==> src/rtl/fp_pkg.sv <==
package fp_pkg;

    typedef enum logic [1:0] {
        M_IDLE    = 2'd0,
        M_SETTLE  = 2'd1,
        M_REQ     = 2'd2,
        M_RELEASE = 2'd3
    } mst_state_e;

    typedef enum logic {
        S_IDLE = 1'b0,
        S_ACK  = 1'b1
    } slv_state_e;

endpackage

==> src/rtl/fp_sync.sv <==
module fp_sync #(
    parameter int STAGES = 2
) (
    input  logic clk,
    input  logic rst_n,
    input  logic d,
    output logic q
);
    logic [STAGES-1:0] sh_d, sh_q;

    always_comb begin
        sh_d = {sh_q[STAGES-2:0], d};
    end

    always_ff @(posedge clk) begin
        if (!rst_n) sh_q <= '0;
        else        sh_q <= sh_d;
    end

    assign q = sh_q[STAGES-1];
endmodule

==> src/rtl/fp_master.sv <==
module fp_master
    import fp_pkg::*;
#(
    parameter int AW          = 8,
    parameter int DW          = 16,
    parameter int SETTLE_CYC  = 2,
    parameter int TIMEOUT_CYC = 64,
    parameter int SYNC_STAGES = 2
) (
    input  logic          clk,
    input  logic          rst_n,
    input  logic          cmd_valid,
    input  logic          cmd_write,
    input  logic [AW-1:0] cmd_addr,
    input  logic [DW-1:0] cmd_wdata,
    output logic          cmd_ready,
    output logic          done,
    output logic          done_err,
    output logic [DW-1:0] rdata,
    output logic [AW-1:0] bus_addr,
    output logic          bus_wr,
    output logic          bus_req,
    output logic          mst_oe,
    output logic [DW-1:0] mst_wdata,
    input  logic          bus_ack,
    input  logic [DW-1:0] bus_data
);
    localparam int CMAX = (SETTLE_CYC > TIMEOUT_CYC) ? SETTLE_CYC : TIMEOUT_CYC;
    localparam int CW   = $clog2(CMAX + 1);

    typedef struct packed {
        mst_state_e    st;
        logic [AW-1:0] addr;
        logic          wr;
        logic [DW-1:0] wdata;
        logic          req;
        logic [CW-1:0] cnt;
        logic          done;
        logic          err;
        logic [DW-1:0] rdata;
    } mst_regs_t;

    mst_regs_t r_d, r_q;
    logic      ack_s;

    fp_sync #(.STAGES(SYNC_STAGES)) u_ack_sync (
        .clk   (clk),
        .rst_n (rst_n),
        .d     (bus_ack),
        .q     (ack_s)
    );

    always_comb begin
        r_d      = r_q;
        r_d.done = 1'b0;
        unique case (r_q.st)
            M_IDLE: begin
                if (cmd_valid) begin
                    r_d.addr  = cmd_addr;
                    r_d.wr    = cmd_write;
                    r_d.wdata = cmd_wdata;
                    r_d.err   = 1'b0;
                    r_d.cnt   = CW'(SETTLE_CYC);
                    r_d.st    = M_SETTLE;
                end
            end
            M_SETTLE: begin
                if (r_q.cnt <= CW'(1)) begin
                    r_d.req = 1'b1;
                    r_d.cnt = '0;
                    r_d.st  = M_REQ;
                end else begin
                    r_d.cnt = r_q.cnt - CW'(1);
                end
            end
            M_REQ: begin
                if (ack_s) begin
                    r_d.req = 1'b0;
                    if (!r_q.wr) r_d.rdata = bus_data;
                    r_d.st  = M_RELEASE;
                end else if (r_q.cnt == CW'(TIMEOUT_CYC - 1)) begin
                    r_d.req = 1'b0;
                    r_d.err = 1'b1;
                    r_d.st  = M_RELEASE;
                end else begin
                    r_d.cnt = r_q.cnt + CW'(1);
                end
            end
            M_RELEASE: begin
                if (!ack_s) begin
                    r_d.done = 1'b1;
                    r_d.st   = M_IDLE;
                end
            end
            default: r_d.st = M_IDLE;
        endcase
    end

    always_ff @(posedge clk) begin
        if (!rst_n) begin
            r_q <= '{st: M_IDLE, addr: '0, wr: 1'b0, wdata: '0, req: 1'b0,
                     cnt: '0, done: 1'b0, err: 1'b0, rdata: '0};
        end else begin
            r_q <= r_d;
        end
    end

    assign cmd_ready = (r_q.st == M_IDLE);
    assign done      = r_q.done;
    assign done_err  = r_q.err;
    assign rdata     = r_q.rdata;
    assign bus_addr  = r_q.addr;
    assign bus_wr    = r_q.wr;
    assign bus_req   = r_q.req;
    assign mst_oe    = (r_q.st != M_IDLE) && r_q.wr;
    assign mst_wdata = r_q.wdata;
endmodule

==> src/rtl/fp_slave.sv <==
module fp_slave
    import fp_pkg::*;
#(
    parameter int          AW          = 8,
    parameter int          DW          = 16,
    parameter int          SPAN        = 4,
    parameter int unsigned SLV_BASE    = 'h40,
    parameter int          SYNC_STAGES = 2
) (
    input  logic            clk,
    input  logic            rst_n,
    input  logic            bus_req,
    input  logic [AW-1:0]   bus_addr,
    input  logic            bus_wr,
    input  logic [DW-1:0]   bus_data,
    output logic            bus_ack,
    output logic            slv_drive,
    output logic [DW-1:0]   slv_data,
    output logic            loc_wr_en,
    output logic [SPAN-1:0] loc_addr,
    output logic [DW-1:0]   loc_wdata,
    input  logic [DW-1:0]   loc_rdata
);
    localparam logic [AW-1:0] BASE_V = AW'(SLV_BASE);

    typedef struct packed {
        slv_state_e    st;
        logic          ack;
        logic          drive;
        logic [DW-1:0] rdat;
        logic          wr_en;
        logic [DW-1:0] wdata;
    } slv_regs_t;

    slv_regs_t r_d, r_q;
    logic      req_s;
    logic      hit;

    fp_sync #(.STAGES(SYNC_STAGES)) u_req_sync (
        .clk   (clk),
        .rst_n (rst_n),
        .d     (bus_req),
        .q     (req_s)
    );

    assign hit = (bus_addr[AW-1:SPAN] == BASE_V[AW-1:SPAN]);

    always_comb begin
        r_d       = r_q;
        r_d.wr_en = 1'b0;
        unique case (r_q.st)
            S_IDLE: begin
                if (req_s && hit) begin
                    r_d.ack = 1'b1;
                    r_d.st  = S_ACK;
                    if (bus_wr) begin
                        r_d.wr_en = 1'b1;
                        r_d.wdata = bus_data;
                    end else begin
                        r_d.drive = 1'b1;
                        r_d.rdat  = loc_rdata;
                    end
                end
            end
            S_ACK: begin
                if (!req_s) begin
                    r_d.ack   = 1'b0;
                    r_d.drive = 1'b0;
                    r_d.st    = S_IDLE;
                end
            end
            default: r_d.st = S_IDLE;
        endcase
    end

    always_ff @(posedge clk) begin
        if (!rst_n) begin
            r_q <= '{st: S_IDLE, ack: 1'b0, drive: 1'b0, rdat: '0,
                     wr_en: 1'b0, wdata: '0};
        end else begin
            r_q <= r_d;
        end
    end

    assign bus_ack   = r_q.ack;
    assign slv_drive = r_q.drive;
    assign slv_data  = r_q.rdat;
    assign loc_wr_en = r_q.wr_en;
    assign loc_addr  = bus_addr[SPAN-1:0];
    assign loc_wdata = r_q.wdata;
endmodule

==> src/rtl/fp_handshake_pair.sv <==
module fp_handshake_pair #(
    parameter int          AW          = 8,
    parameter int          DW          = 16,
    parameter int          SPAN        = 4,
    parameter int unsigned SLV_BASE    = 'h40,
    parameter int          SETTLE_CYC  = 2,
    parameter int          TIMEOUT_CYC = 64,
    parameter int          SYNC_STAGES = 2
) (
    input  logic            clk,
    input  logic            rst_n,
    input  logic            cmd_valid,
    input  logic            cmd_write,
    input  logic [AW-1:0]   cmd_addr,
    input  logic [DW-1:0]   cmd_wdata,
    output logic            cmd_ready,
    output logic            done,
    output logic            done_err,
    output logic [DW-1:0]   rdata,
    output logic            loc_wr_en,
    output logic [SPAN-1:0] loc_addr,
    output logic [DW-1:0]   loc_wdata,
    input  logic [DW-1:0]   loc_rdata,
    output logic            bus_req,
    output logic            bus_ack,
    output logic [AW-1:0]   bus_addr,
    output logic            bus_wr,
    output logic [DW-1:0]   bus_data,
    output logic            slv_drive
);
    logic          mst_oe;
    logic [DW-1:0] mst_wdata;
    logic [DW-1:0] slv_data;

    fp_master #(
        .AW(AW), .DW(DW), .SETTLE_CYC(SETTLE_CYC),
        .TIMEOUT_CYC(TIMEOUT_CYC), .SYNC_STAGES(SYNC_STAGES)
    ) u_master (
        .clk       (clk),
        .rst_n     (rst_n),
        .cmd_valid (cmd_valid),
        .cmd_write (cmd_write),
        .cmd_addr  (cmd_addr),
        .cmd_wdata (cmd_wdata),
        .cmd_ready (cmd_ready),
        .done      (done),
        .done_err  (done_err),
        .rdata     (rdata),
        .bus_addr  (bus_addr),
        .bus_wr    (bus_wr),
        .bus_req   (bus_req),
        .mst_oe    (mst_oe),
        .mst_wdata (mst_wdata),
        .bus_ack   (bus_ack),
        .bus_data  (bus_data)
    );

    fp_slave #(
        .AW(AW), .DW(DW), .SPAN(SPAN), .SLV_BASE(SLV_BASE),
        .SYNC_STAGES(SYNC_STAGES)
    ) u_slave (
        .clk       (clk),
        .rst_n     (rst_n),
        .bus_req   (bus_req),
        .bus_addr  (bus_addr),
        .bus_wr    (bus_wr),
        .bus_data  (bus_data),
        .bus_ack   (bus_ack),
        .slv_drive (slv_drive),
        .slv_data  (slv_data),
        .loc_wr_en (loc_wr_en),
        .loc_addr  (loc_addr),
        .loc_wdata (loc_wdata),
        .loc_rdata (loc_rdata)
    );

    // Resolved shared data lines: whichever side is enabled, else zero.
    always_comb begin
        if (slv_drive)   bus_data = slv_data;
        else if (mst_oe) bus_data = mst_wdata;
        else             bus_data = '0;
    end
endmodule

==> config.mk <==
export PLATFORM = sky130hd
export DESIGN_NAME = fp_handshake_pair
export DESIGN_NICKNAME = d
export VERILOG_FILES = /design/src/rtl/fp_pkg.sv /design/src/rtl/fp_sync.sv /design/src/rtl/fp_master.sv /design/src/rtl/fp_slave.sv /design/src/rtl/fp_handshake_pair.sv
export SDC_FILE = /design/constraint.sdc
export NUM_CORES = 1
export LEC_CHECK = 0
export BUFFER_PORTS_ARGS = -buffer_cell sky130_fd_sc_hd__buf_2
export CORE_MARGIN = 1
export CORE_UTILIZATION = 57
export DETAILED_ROUTE_END_ITERATION = 8
export GPL_TIMING_DRIVEN = 0
export PLACE_DENSITY = 0.86
export SYNTH_ARGS = -nofsm -noshare
export SYNTH_HDL_FRONTEND = slang
export SYNTH_SLANG_ARGS = --single-unit
==> constraint.sdc <==
create_clock -name clk -period 3.39 [get_ports clk]
set_input_delay 0.1695 -clock clk [delete_from_list [all_inputs] [get_ports clk]]
set_output_delay 0.1695 -clock clk [all_outputs]
set_load 0.02 [all_outputs]
==> metrics, run 1 <==
clock latency on the worst-skew pair 0.37 ns; # DRC 0; Arr. time, crit path 2.23 ns; min cycle time layout 2.40 ns; compound-gate portion of the synthesized area 18.5%; GPL Wtd Cong 0.896; Ant. Diodes 0; CTS root buf clkbuf_8; Finished Core Util 71.1%; GRT Overall Usage 27.8%; EDFF count, synth 0; total grt overflow 0; hold buffers post-CTS 0; num rows 31; first-pass GRT wire length 16.4 mm; Pwr Density 547 nW/um^2; Area Growth Syn to Fin 20.9%; post-synth design cell area 4240 sq um; Setup TNS Final 0 ns; ANT nets after route 0; Max VDD drop 426 uV; clk sinks 93; main combinational cell family by area after synthesis compound AO/OA/AOI/OAI gates; full die area 7790 sq um; flop-to-flop setup slack 1.17 ns; final worst slack 0.993 ns; Synth area leader dfxtp_1; CP Max Fanout 10; number of global-route vias before repair 3,497; fin. max-slew vios 0; clk buf depth 2; count of cell types in the netlist 54; Post-Place Worst Slack 1.20 ns; CTS tree built; static leakage 0.00238 uW; Cell Count Post-Placement 695; CP Capture Type output port; Top FF cell, synth dfxtp_1; DR vias/cell 5.32; post-route cell area 5130 sq um; fraction of registers with async set/reset 0%; Post-Synth XOR/XNOR Area 0.413%; Fmax achieved 417 MHz; CTS resizes 0; drt total wl 10.6 mm; Final Non-Filler Cells 711; slew margin rel. 58.4%; mux cell area share after synthesis 4.48%; Hold Vio Cnt, Final 0; wire per inst 14.9 um; status finished, final reports clean; crit path launch type flop; Post-Syn Area per Cell 8.75 sq um; Fin Clk Skew 0.0130 ns; dpl cell area 4920 sq um; Cell Chain, Critical Path clkbuf_1 -> clkbuf_1 -> a22oi_1 -> inv_1 -> buf_2; nets 658; Tightest Pin Transition 0.614 ns; CORE AREA 7210 sq um; Num CTS Buffers 9; setup bufs post-CTS 0; vias 3,779; Synth area leaders dfxtp_1 (44%), buf_4 (8.1%), a211oi_1 (5.8%); Post-Synth Simple-Gate Area 17.2%; critical path class flop to output port; Die X-Extent 88.3 um; Reg clk slew, reported paths 0.10 ns; HP Class primary input to flop; drt first-iter violations 189; Die Y 88.3 um; pin count of the biggest net entering global routing 18; Post-Synth Adder-Cell Area 2.06%; RSZ-0062 raised after global routing false; endpoints failing setup 0; Critical Path RT 3.22 ns; sequential cell area fraction in the yosys report 43.9%; H-tree levels 3; critical path's largest stage delay 0.48 ns; Synth Register Bits 93; 1st-pass router iterations 4; Warnings, synthesis 0; post-synthesis net count 536; Post-DP HPWL 7.93 mm; Worst path most repeated cell clkbuf_1; layout cells sized above 1 31.9%; Tcrit/Tclk final 70.7%; antenna violations before repair 0; Slowest-stage cell, CP clkbuf_1; Initial Util 58.8%; IO Count 112; Port Buffers 111; share of Yosys cell area claimed by the top area cell type 43.9%; cell count after synthesis 485; Max-Cap Viols 0
final cells by class:
class | count | area (sq um)
Clock buffer | 9 | 124
Clock inverter | 7 | 82.6
Timing Repair Buffer | 111 | 556
Tap cell | 99 | 124
Inverter | 24 | 90.1
Buffer | 75 | 482
Sequential cell | 93 | 1860
Fill cell | 566 | 2090
Multi-Input combinational cell | 293 | 1810
placed cells by master, fill, tap and decap left out, drive strengths merged, types with 8 or more instances in the layout:
cell / instances
buf: 166
dfxtp: 93
nand3: 9
inv: 26
o21ai: 8
a22oi: 16
a21oi: 37
nand2: 63
nor2: 61
a211oi: 34
clkbuf: 29
mux2i: 19
final timing paths:
check	from	end	cells after the start
setup / recovery	u_slave.slv_drive	bus_data[6]	5
hold / removal	cmd_wdata[2]	u_master.mst_wdata[2]	3
setup reg to reg	u_master.r_q[51]	u_master.r_q[22]	7
hold reg to reg	u_master.u_ack_sync.sh_q[0]	u_master.u_ack_sync.sh_q[1]	1
power by group:
group          internal [uW]  total [uW]  switching [uW]
Clock                    351         770             419
Sequential              1180        1250            73.3
Combinational            273         788             516
Total                   1800        2810            1010
worst max-delay path, delay by kind of cell, from the launching register on:
family | cells | cell delay (ns)
DFF | 1 | 0.36
AOI/OAI and AO/OA | 1 | 0.30
buffers and inverters | 4 | 1.20
synth_stat cells, drive strengths merged (2+ instances only):
cell / instances
and2: 5
a32o: 2
nor2: 61
dfxtp: 93
o21ai: 8
a22oi: 16
nand2b: 2
clkbuf: 20
mux2i: 19
nand2: 63
buf: 55
a31oi: 2
inv: 24
or3: 2
xor2: 2
a21oi: 37
a211oi: 34
nor3: 4
ha: 7
o211a: 2
nand3: 9
logic make-up (layout without fill, tap and decap cells):
family	after synthesis	in the layout
buffers and inverters	99	226
muxes	19	19
DFF	93	93
AOI/OAI and AO/OA	113	113
and+or+nand+nor	152	152
xor gates and xnor gates	2	2
adders and majority gates	7	7
layer usage:
layer | GRT usage (%) | wire length [um] | vias to the layer above
met5 | 0 | 0 | -
met4 | 10.7 | 116 | 0
li1 | - | - | 1850
met3 | 5.04 | 705 | 13
met1 | 34.9 | 4470 | 1794
met2 | 47.5 | 5320 | 122
through the flow:
step | hold slack [ns] | power [uW]
finish | 0.0253 | 2810
global route | 0.0269 | 2940
CTS | 0.0215 | 2800
detailed placement | 0.417 | 2050
global placement | 0.411 | 2020
floorplan | 0.305 | 1820
flip-flops by register name (all words and copies together) (netlist names):
| signal | cells |
|---|---|
| u_master.bus_addr | 8 |
| u_master.bus_req | 1 |
| u_master.bus_wr | 1 |
| u_master.done | 1 |
| u_master.done_err | 1 |
| u_master.mst_wdata | 16 |
| u_master.r_q | 9 |
| u_master.rdata | 16 |
| u_master.u_ack_sync.sh_q | 2 |
| u_slave.bus_ack | 1 |
| u_slave.loc_wdata | 16 |
| u_slave.loc_wr_en | 1 |
| u_slave.r_q | 1 |
| u_slave.slv_data | 16 |
| u_slave.slv_drive | 1 |
| u_slave.u_req_sync.sh_q | 2 |
Note: power is estimated with default switching activity, not from simulation.
==> inputs of run 2 (changes only) <==
--- a/config.mk
+++ b/config.mk
@@ -7,10 +7,10 @@
 export LEC_CHECK = 0
 export BUFFER_PORTS_ARGS = -buffer_cell sky130_fd_sc_hd__buf_2
 export CORE_MARGIN = 1
-export CORE_UTILIZATION = 57
+export CORE_UTILIZATION = 53
 export DETAILED_ROUTE_END_ITERATION = 8
 export GPL_TIMING_DRIVEN = 0
-export PLACE_DENSITY = 0.86
+export PLACE_DENSITY = 0.81
 export SYNTH_ARGS = -nofsm -noshare
 export SYNTH_HDL_FRONTEND = slang
 export SYNTH_SLANG_ARGS = --single-unit
==> constraint.sdc (replaced) <==
create_clock -name clk -period 2.3 [get_ports clk]
set_input_delay 0.115 -clock clk [delete_from_list [all_inputs] [get_ports clk]]
set_output_delay 0.115 -clock clk [all_outputs]
set_load 0.02 [all_outputs]
==> metrics, run 2 (synthesis results as in run 1) <==
status finished, final reports clean; post-route cell area 5270 sq um; CTS tree built; Tcrit/Tclk final 94.4%; Num CTS Buffers 9; wire per inst 14.3 um; crit path launch type flop; CTS root buf clkbuf_8; CP Max Fanout 7; Reg2Reg Launch Point u_master.r_q[51]; most common cell after layout, fill and taps aside buf_2; Tightest Pin Transition 0.621 ns; Critical Path RT 2.54 ns; CP Capture Point u_master.r_q[22]; CP Capture Type flop; endpoints failing setup 0; Initial Util 54.9%; vias 3,808; Arr. time, crit path 2.42 ns; reg2reg end u_master.r_q[22]; DR vias/cell 5.23; CP Buf/Inv Count 1; Die X-Extent 91.5 um; Fmax achieved 460 MHz; layout cells sized above 1 31.3%; GPL Wtd Cong 0.898; dpl cell area 4930 sq um; Pwr Density 780 nW/um^2; Slowest-stage cell, CP a21oi_1; num rows 32; Die Y 91.5 um; # DRC 0; ANT nets after route 0; HP Class primary input to flop; Post-DP HPWL 7.85 mm; GRT Overall Usage 25.4%; flop-to-flop setup slack 0.13 ns; first-pass GRT wire length 17.0 mm; CORE AREA 7730 sq um; IO Count 112; Ant. Diodes 0; drt total wl 10.4 mm; total grt overflow 0; Critical Path Start u_master.r_q[51]; slew margin rel. 58.6%; Area Growth Syn to Fin 24.1%; RSZ-0062 raised after global routing false; antenna violations before repair 0; Fin Clk Skew 0.0109 ns; 1st-pass router iterations 4; critical path's largest stage delay 0.50 ns; clock latency on the worst-skew pair 0.35 ns; Stages on worst setup path 7; Worst R2R Path Depth 7; full die area 8370 sq um; Setup TNS Final 0 ns; pin count of the biggest net entering global routing 16; drt first-iter violations 195; Reg clk slew, reported paths 0.09 ns; Worst path most repeated cell a21oi_1; Max VDD drop 658 uV; nets 672; Cell Chain, Critical Path inv_1 -> ha_1 -> nand2b_1 -> o311ai_1 -> a21oi_1 -> a21oi_1 -> a311o_1; H-tree levels 3; Port Buffers 111; fin. max-slew vios 0; most frequent cells in the layout buf_2 (114), dfxtp_1 (93), nand2_1 (63); min cycle time layout 2.17 ns; static leakage 0.00245 uW; critical path class flop to flop; Max-Cap Viols 0; Top Family by Delay on Critical Path compound AO/OA/AOI/OAI gates; clk sinks 93; Hold Vio Cnt, Final 0; clk buf depth 2; number of global-route vias before repair 3,585
[run 2: power by group]
group / leakage, uW / switching, uW / internal (uW)
clock network: 0.0000959 / 560 / 535
registers: 0.000754 / 107 / 1730
logic: 0.00160 / 753 / 419
[run 2: how the worst min path moves through the flow]
stage	startpoint	endpoint	slack, ns	cells after the start
floorplan	cmd_wdata[0]	u_master.mst_wdata[0]	0.25	2
global placement	loc_rdata[12]	u_slave.slv_data[12]	0.35	3
detailed placement	loc_rdata[14]	u_slave.slv_data[14]	0.36	3
CTS	loc_rdata[11]	u_slave.slv_data[11]	0.002	3
global route	cmd_wdata[6]	u_master.mst_wdata[6]	0.01	3
finish	loc_rdata[11]	u_slave.slv_data[11]	0.007	3
[run 2: per-layer routing]
layer	wire length [um]	vias to the layer above	part of all wire (%)	global-route usage (%)
met4	207	0	2.0	10.6
met1	4480	1766	43	31.6
met2	5110	143	49	44.2
met3	596	18	5.7	3.35
met5	0	-	0	0
li1	-	1881	-	-
[run 2: layout make-up]
type / count / area (sq um)
Buffer: 75 / 483
Clock buffer: 11 / 141
Clock inverter: 5 / 58.8
Fill cell: 637 / 2460
Inverter: 24 / 90.1
Multi-Input combinational cell: 293 / 1810
Sequential cell: 93 / 1860
Tap cell: 102 / 128
Timing Repair Buffer: 125 / 693
[run 2: metrics by stage]
step	hold WS, ns	util [%]	setup WS, ns	std cells	total power [uW]
after CTS	0.00179	68.0	0.128	727	4100
after floorplan	0.251	-	0.403	485	2680
after global routing	0.0109	68.1	0.00697	728	4300
after global placement	0.354	63.7	0.196	698	2970
final	0.00719	68.1	0.128	728	4110
after detailed placement	0.361	63.7	0.194	698	3000
[run 2: worst register-to-register path, cell delays in order, from the launching register on]
cell and delay, ns:
dfxtp_1 0.37, inv_1 0.10, ha_1 0.32, nand2b_1 0.18, o311ai_1 0.20, a21oi_1 0.50
a21oi_1 0.13, a311o_1 0.29
[run 2: what timing repair did]
item                                    4_1_cts  5_1_grt
hold endpoints to repair                     13        0
resized for setup                             0        2
endpoints found under the setup margin        0        5
hold buffers                                 13        0
buffers inserted                              0        1
